`config.mk`:
```
export PLATFORM = sky130hd
export DESIGN_NAME = steer_fabric
export DESIGN_NICKNAME = d
export VERILOG_FILES = /design/src/rtl/steer_pkg.sv /design/src/rtl/steer_gate.sv /design/src/rtl/steer_pick.sv /design/src/rtl/steer_slot.sv /design/src/rtl/steer_fabric.sv
export SDC_FILE = /design/constraint.sdc
export NUM_CORES = 1
export LEC_CHECK = 0
export BUFFER_PORTS_ARGS = -buffer_cell sky130_fd_sc_hd__buf_2
export CAP_MARGIN = 20
export CORE_MARGIN = 4
export CORE_UTILIZATION = 40
export CTS_CLUSTER_DIAMETER = 100
export DETAILED_ROUTE_END_ITERATION = 7
export PLACE_DENSITY = 0.73
export RECOVER_POWER = 50
export SETUP_SLACK_MARGIN = 0.3
export SYNTH_ARGS = -nofsm -noshare
export SYNTH_HDL_FRONTEND = slang
export SYNTH_HIERARCHICAL = 1
export SYNTH_SLANG_ARGS = --single-unit
export TNS_END_PERCENT = 20
```
`constraint.sdc`:
```
create_clock -name clk -period 3 [get_ports clk]
set_clock_uncertainty 0.1 [all_clocks]
set_input_delay 0.6 -clock clk [delete_from_list [all_inputs] [get_ports clk]]
set_output_delay 0.6 -clock clk [all_outputs]
set_load 0.005 [all_outputs]
```
`src/rtl/steer_pkg.sv`:
```
// Shared helpers for the token steering unit.
// Assumes source counts of at most 32.
package steer_pkg;

    localparam int unsigned STEER_MAX_SRC = 32;

    // Keep only the lowest set bit of a request vector.
    function automatic logic [STEER_MAX_SRC-1:0] lowest_set(input logic [STEER_MAX_SRC-1:0] v);
        return v & (~v + 1'b1);
    endfunction

endpackage

```
`src/rtl/steer_gate.sv`:
```
// Predicated gate for one source.
// Fires only when a data token and a predicate token are both valid.
// A true predicate offers the data downstream, and both inputs are consumed when
// downstream accepts. A false predicate consumes both inputs at once and emits nothing.
// Assumes upstream holds each channel stable until it is consumed. The stage is
// purely combinational; clk and rst_n serve the local checks.
module steer_gate #(
    parameter int unsigned WIDTH = 16
) (
    input  logic             clk,
    input  logic             rst_n,
    input  logic             d_valid,
    input  logic [WIDTH-1:0] d_data,
    output logic             d_ready,
    input  logic             p_valid,
    input  logic             p_bit,
    output logic             p_ready,
    output logic             q_valid,
    output logic [WIDTH-1:0] q_data,
    input  logic             q_ready
);

    logic pair_here;
    logic drop_now;
    logic pass_now;

    // Decide firing: a pair is present, then either drop it or hand it over.
    always_comb begin
        pair_here = d_valid & p_valid;
        drop_now  = pair_here & ~p_bit;
        pass_now  = pair_here & p_bit & q_ready;
        q_valid   = pair_here & p_bit;
        q_data    = d_data;
        d_ready   = drop_now | pass_now;
        p_ready   = drop_now | pass_now;
    end

    // data is never taken without a predicate, and the reverse.
    a_r4_pair_only: assert property (@(posedge clk) disable iff (!rst_n)
        (d_ready || p_ready) |-> (d_valid && p_valid));

    // a false predicate consumes both channels and offers nothing.
    a_r3_drop_free: assert property (@(posedge clk) disable iff (!rst_n)
        (d_valid && p_valid && !p_bit) |-> (d_ready && p_ready && !q_valid));

endmodule

```
`src/rtl/steer_pick.sv`:
```
// Fixed-priority merge of the gate outputs.
// Grants the lowest-numbered requester when the output register can accept.
// Forwards the winner's data and index.
// Assumes NSRC is at most 32 and requests come from the gate stage.
module steer_pick #(
    parameter int unsigned WIDTH = 16,
    parameter int unsigned NSRC  = 3,
    localparam int unsigned IDXW = (NSRC > 1) ? $clog2(NSRC) : 1
) (
    input  logic                  clk,
    input  logic                  rst_n,
    input  logic [NSRC-1:0]       req,
    input  logic [NSRC*WIDTH-1:0] req_data,
    input  logic                  sink_ready,
    output logic [NSRC-1:0]       grant,
    output logic                  win_valid,
    output logic [WIDTH-1:0]      win_data,
    output logic [IDXW-1:0]       win_idx
);

    import steer_pkg::*;

    logic [STEER_MAX_SRC-1:0] req_wide;
    logic [STEER_MAX_SRC-1:0] first_wide;
    logic [NSRC-1:0]          first;

    // Isolate the lowest requester and qualify it with downstream space.
    always_comb begin
        req_wide   = '0;
        req_wide[NSRC-1:0] = req;
        first_wide = lowest_set(req_wide);
        first      = first_wide[NSRC-1:0];
        grant      = first & {NSRC{sink_ready}};
        win_valid  = |req;
    end

    // Encode the winner's index and select its data.
    always_comb begin
        win_idx  = '0;
        win_data = '0;
        for (int i = 0; i < int'(NSRC); i++) begin
            if (first[i]) begin
                win_idx  = IDXW'(i);
                win_data = req_data[i*WIDTH +: WIDTH];
            end
        end
    end

    // at most one source is granted per cycle.
    a_r5_single_grant: assert property (@(posedge clk) disable iff (!rst_n)
        $onehot0(grant));

    // no granted source has a lower-numbered requester.
    a_r5_lowest_wins: assert property (@(posedge clk) disable iff (!rst_n)
        (grant != '0) |-> ((req & (grant - 1'b1)) == '0));

endmodule

```
`src/rtl/steer_slot.sv`:
```
// One-entry output register with same-cycle drain and refill.
// Holds data and tag steady while the consumer stalls.
// Assumes in_data and in_tag are meaningful only when in_valid is high.
module steer_slot #(
    parameter int unsigned WIDTH = 16,
    parameter int unsigned TAGW  = 2
) (
    input  logic             clk,
    input  logic             rst_n,
    input  logic             in_valid,
    input  logic [WIDTH-1:0] in_data,
    input  logic [TAGW-1:0]  in_tag,
    output logic             in_ready,
    output logic             out_valid,
    output logic [WIDTH-1:0] out_data,
    output logic [TAGW-1:0]  out_tag,
    input  logic             out_ready
);

    logic             full_q;
    logic [WIDTH-1:0] data_q;
    logic [TAGW-1:0]  tag_q;

    // Space exists when empty, or when the held token leaves this cycle.
    always_comb begin
        in_ready  = ~full_q | out_ready;
        out_valid = full_q;
        out_data  = data_q;
        out_tag   = tag_q;
    end

    // Track occupancy: fill on accept, empty on drain with no refill.
    always_ff @(posedge clk) begin
        if (!rst_n) begin
            full_q <= 1'b0;
        end else if (in_valid && in_ready) begin
            full_q <= 1'b1;
        end else if (out_ready) begin
            full_q <= 1'b0;
        end
    end

    // Capture payload on accept only.
    always_ff @(posedge clk) begin
        if (in_valid && in_ready) begin
            data_q <= in_data;
            tag_q  <= in_tag;
        end
    end

    // a stalled token keeps its value and tag.
    a_r6_hold_stable: assert property (@(posedge clk) disable iff (!rst_n)
        (out_valid && !out_ready) |=> (out_valid && $stable(out_data) && $stable(out_tag)));

    // an offered token with space present is held after the edge.
    a_r7_fill_lands: assert property (@(posedge clk) disable iff (!rst_n)
        (in_valid && in_ready) |=> out_valid);

endmodule

```
`src/rtl/steer_fabric.sv`:
```
// Predicated multi-source token steering unit.
// One gate per source drops or offers tokens under its predicate. A fixed-priority
// merge selects one offer, and a one-entry register drives the single output.
// Assumes 1 <= NSRC <= 32 and producers that hold their channels until consumed.
module steer_fabric #(
    parameter int unsigned WIDTH = 16,
    parameter int unsigned NSRC  = 3,
    localparam int unsigned IDXW = (NSRC > 1) ? $clog2(NSRC) : 1
) (
    input  logic                  clk,
    input  logic                  rst_n,
    input  logic [NSRC-1:0]       src_valid,
    input  logic [NSRC*WIDTH-1:0] src_data,
    output logic [NSRC-1:0]       src_ready,
    input  logic [NSRC-1:0]       pred_valid,
    input  logic [NSRC-1:0]       pred_bit,
    output logic [NSRC-1:0]       pred_ready,
    output logic                  out_valid,
    output logic [WIDTH-1:0]      out_data,
    output logic [IDXW-1:0]       out_src,
    input  logic                  out_ready
);

    logic [NSRC-1:0]       offer;
    logic [NSRC*WIDTH-1:0] offer_data;
    logic [NSRC-1:0]       grant;
    logic                  win_valid;
    logic [WIDTH-1:0]      win_data;
    logic [IDXW-1:0]       win_idx;
    logic                  slot_ready;

    // One predicated gate per source.
    for (genvar g = 0; g < int'(NSRC); g++) begin : g_gate
        steer_gate #(.WIDTH(WIDTH)) u_gate (
            .clk     (clk),
            .rst_n   (rst_n),
            .d_valid (src_valid[g]),
            .d_data  (src_data[g*WIDTH +: WIDTH]),
            .d_ready (src_ready[g]),
            .p_valid (pred_valid[g]),
            .p_bit   (pred_bit[g]),
            .p_ready (pred_ready[g]),
            .q_valid (offer[g]),
            .q_data  (offer_data[g*WIDTH +: WIDTH]),
            .q_ready (grant[g])
        );
    end

    steer_pick #(.WIDTH(WIDTH), .NSRC(NSRC)) u_pick (
        .clk        (clk),
        .rst_n      (rst_n),
        .req        (offer),
        .req_data   (offer_data),
        .sink_ready (slot_ready),
        .grant      (grant),
        .win_valid  (win_valid),
        .win_data   (win_data),
        .win_idx    (win_idx)
    );

    steer_slot #(.WIDTH(WIDTH), .TAGW(IDXW)) u_slot (
        .clk       (clk),
        .rst_n     (rst_n),
        .in_valid  (win_valid),
        .in_data   (win_data),
        .in_tag    (win_idx),
        .in_ready  (slot_ready),
        .out_valid (out_valid),
        .out_data  (out_data),
        .out_tag   (out_src),
        .out_ready (out_ready)
    );

    // any consumed true-predicate token appears at the output next cycle.
    a_r2_forward_lands: assert property (@(posedge clk) disable iff (!rst_n)
        ((src_ready & pred_ready & pred_bit) != '0) |=> out_valid);

    // nothing with a true predicate is taken while the output is stalled.
    a_r6_no_take_stalled: assert property (@(posedge clk) disable iff (!rst_n)
        (out_valid && !out_ready) |-> ((src_ready & pred_bit) == '0));

endmodule

```
==> key figures <==
Power and ir drop
  • Static leakage: 0.7008 nW
  • Pwr dens: around 380 mW/mm2
  • Worst VDD drop: about 110 uV

Clock tree
  • Worst-case clock buffer depth: 2
  • Hold_buf cts: 0
  • Clock latency on the worst-skew pair: 0.25 ns
  • CTS buffer count: 3
  • Clock root buffer: clkbuf_8
  • H-tree depth: 1
  • # resized after CTS: 0
  • Clock-pin slew on the worst setup and hold paths: ~0.070 ns
  • TritonCTS clock tree: done
  • TritonCTS Sinks: 19
  • # Post-CTS Setup Buffers: 0

Routing
  • Final WL: 2954 um
  • DRT iter0 DRCs: 34
  • Routed vias/inst: 4.539
  • DR WL/cell: between 10 and 15 um
  • Post-route antenna net violation count: 0
  • DR vias: roughly 1100
  • # DRC: 0
  • First-pass iteration count of the detailed router: 4

Timing
  • RSZ-0062 raised after global routing: false
  • Setup TNS: 0 ns
  • Setup ws final: 0.4270 ns
  • Count of final hold-check violations: 0
  • Pins Over Slew Limit: 0
  • Worst Tran Pin Value: about 0.78 ns
  • Final setup vio count: 0
  • Achievable Freq: a little under 400 MHz
  • Rel. slew slack: approximately 48%
  • Fin crit share: between 80% and 90%
  • Final Critical Period: around 2.6 ns

Worst setup path
  • Worst Path Arrival: roughly 1.9 ns
  • Critical Path End Type: output pin
  • CP Data Required Time: 2.30 ns
  • CP Class: in2out
  • Crit-path max FO: 14
  • Startpoint Class: primary input

Place
  • Pre-CTS WS: approximately 0.48 ns
  • Detailed placement HPWL: ~2300 um
  • GPL Wtd Cong: roughly 0.74
  • Input/output buffers: 84

Layout
  • Synth-to-Final Area Change: 5.020%
  • Nets: approximately 260
  • Antenna fix cells: 0
  • Share of layout cells above drive strength 1: 47.21%
  • Fill cells: between 300 and 400

Synth
  • EDFF count, synth: 18
  • #FFs+latches synth: 19
  • Ys flop type: edfxtp_1
  • Most frequent cell after synthesis: buf_4
  • Synth Instances: 165
  • Ys async rst share: 0%
  • Syn_area_per_cell: roughly 9.5 um2
  • Top cells by area, synth: edfxtp_1 (34%), buf_4 (26%), a21oi_1 (7.6%), nand3b_1 (7.6%), nor2b_1 (6.4%)
  • Register area share after synthesis: between 30% and 40%
  • Yosys cell types: 19
  • Top cell type's share of synthesized area: about a third
  • Mapped Nets: about 230
  • Top post-synthesis cells by count: buf_4 (54), a21oi_1 (24), edfxtp_1 (18), nand3b_1 (16), nor2b_1 (16)
  • Synth Warn #: 6
  • Syn Std Cell Area: 0.001570 mm2
  • Post-synth top area cell: edfxtp_1

Floorplanning
  • Die outline area: roughly 0.0050 mm2
  • Core Area: approximately 0.0037 mm2
  • # IOs: 85
  • Die X: approximately 71 um
  • Die height: approximately 71 um
  • Initial Util: between 40% and 50%
  • Num rows: 22

Global route
  • Largest net degree at the start of global routing: 23
  • Gr ovfl total: 0
  • Vias in the first global route: around 1100
  • Initial antenna violation count: 0
  • GRT Resource Usage Total: approximately 12%
  • First-pass GRT wire length: ~4700 um

Status
  • Outcome: finished, final reports clean

Flow run
  • Max-Cap Viols: 0

Worst hold path
  • Worst min path class: reg2reg
[critical path, stage by stage]
cell	delay (ns)
buf_2	0.10
and3_1	0.31
nor3b_1	0.37
and2_1	0.17
inv_1	0.03
a21oi_1	0.14
buf_2	0.13
[logic make-up after synthesis]
kind of cell	synth area share [%]
buffers and inverters	29.48
flip-flops	35.70
AND/OR/NAND/NOR	20.32
AO/OA/AOI/OAI	14.50
[layer usage]
layer | vias up | routed length (um) | global-route usage (%)
li1 | 571 | - | -
met1 | 498 | 1247 | 13.67
met5 | - | 0 | 0
met3 | 2 | 256 | 2.557
met4 | 0 | 36 | 5.010
met2 | 41 | 1413 | 20.17
[cell type report]
| class | instances | area, um2 | share of cell area (%) |
|---|---|---|---|
| clock buffers | 4 | 45.04 | 2.731 |
| inverters | 4 | 15.01 | 0.9105 |
| multi-input cells | 82 | 538.0 | 32.63 |
| flip-flops and latches | 19 | 560.5 | 33.99 |
| well taps | 48 | 60.06 | 3.642 |
| repair buffers | 88 | 430.4 | 26.10 |
[layout by cell type, fill, tap and decap left out, drive strengths merged]
master  synthesis  layout
nor2b          16      16
inv             4       4
clkbuf          0      16
and2            4       4
and3            3       3
a21oi          35      35
or3             1       1
dfxtp           1       1
nand2b          1       1
buf            60      76
edfxtp         18      18
and2b           1       1
a21boi          1       1
nand2           3       3
nand3b         16      16
nor3b           1       1
[path summary, 6_finish.rpt]
| kind | from | to | slack (ns) | depth (start not counted) |
|---|---|---|---|---|
| hold / removal | u_slot/out_valid | u_slot/out_valid | 0.41 | 2 |
| setup / recovery | pred_bit[1] | pred_ready[2] | 0.43 | 7 |
| setup reg to reg | u_slot/out_valid | u_slot/out_data[12] | 1.85 | 2 |
| hold reg to reg | u_slot/out_valid | u_slot/out_valid | 0.41 | 2 |
[state kept, by name, summed over array words and instances (netlist names)]
name,count
u_slot/out_valid,1
u_slot/out_tag,2
u_slot/out_data,16
[through the flow]
| stage | instance area [um2] | std cells | util, % | hold slack, ns | power (mW) |
|---|---|---|---|---|---|
| 6_report | 1649 | 245 | 44.38 | 0.4135 | 0.6260 |
| 5_1_grt | 1649 | 245 | 44.38 | 0.4432 | 0.6655 |
| 4_1_cts | 1678 | 245 | 45.15 | 0.4207 | 0.6429 |
| 3_5_place_dp | 1633 | 241 | 43.94 | 0.4104 | 0.4669 |
| 3_3_place_gp | 1633 | 241 | 43.94 | 0.4045 | 0.4643 |
| 2_1_floorplan | 1570 | 165 | - | 0.4043 | 0.4428 |
[power breakdown]
part           switching [mW]  internal (mW)  leakage (nW)
logic                  0.0613         0.0680         0.497
registers             0.00541          0.319         0.181
clock network          0.0785         0.0941        0.0228
(Power assumes the default switching activity.)
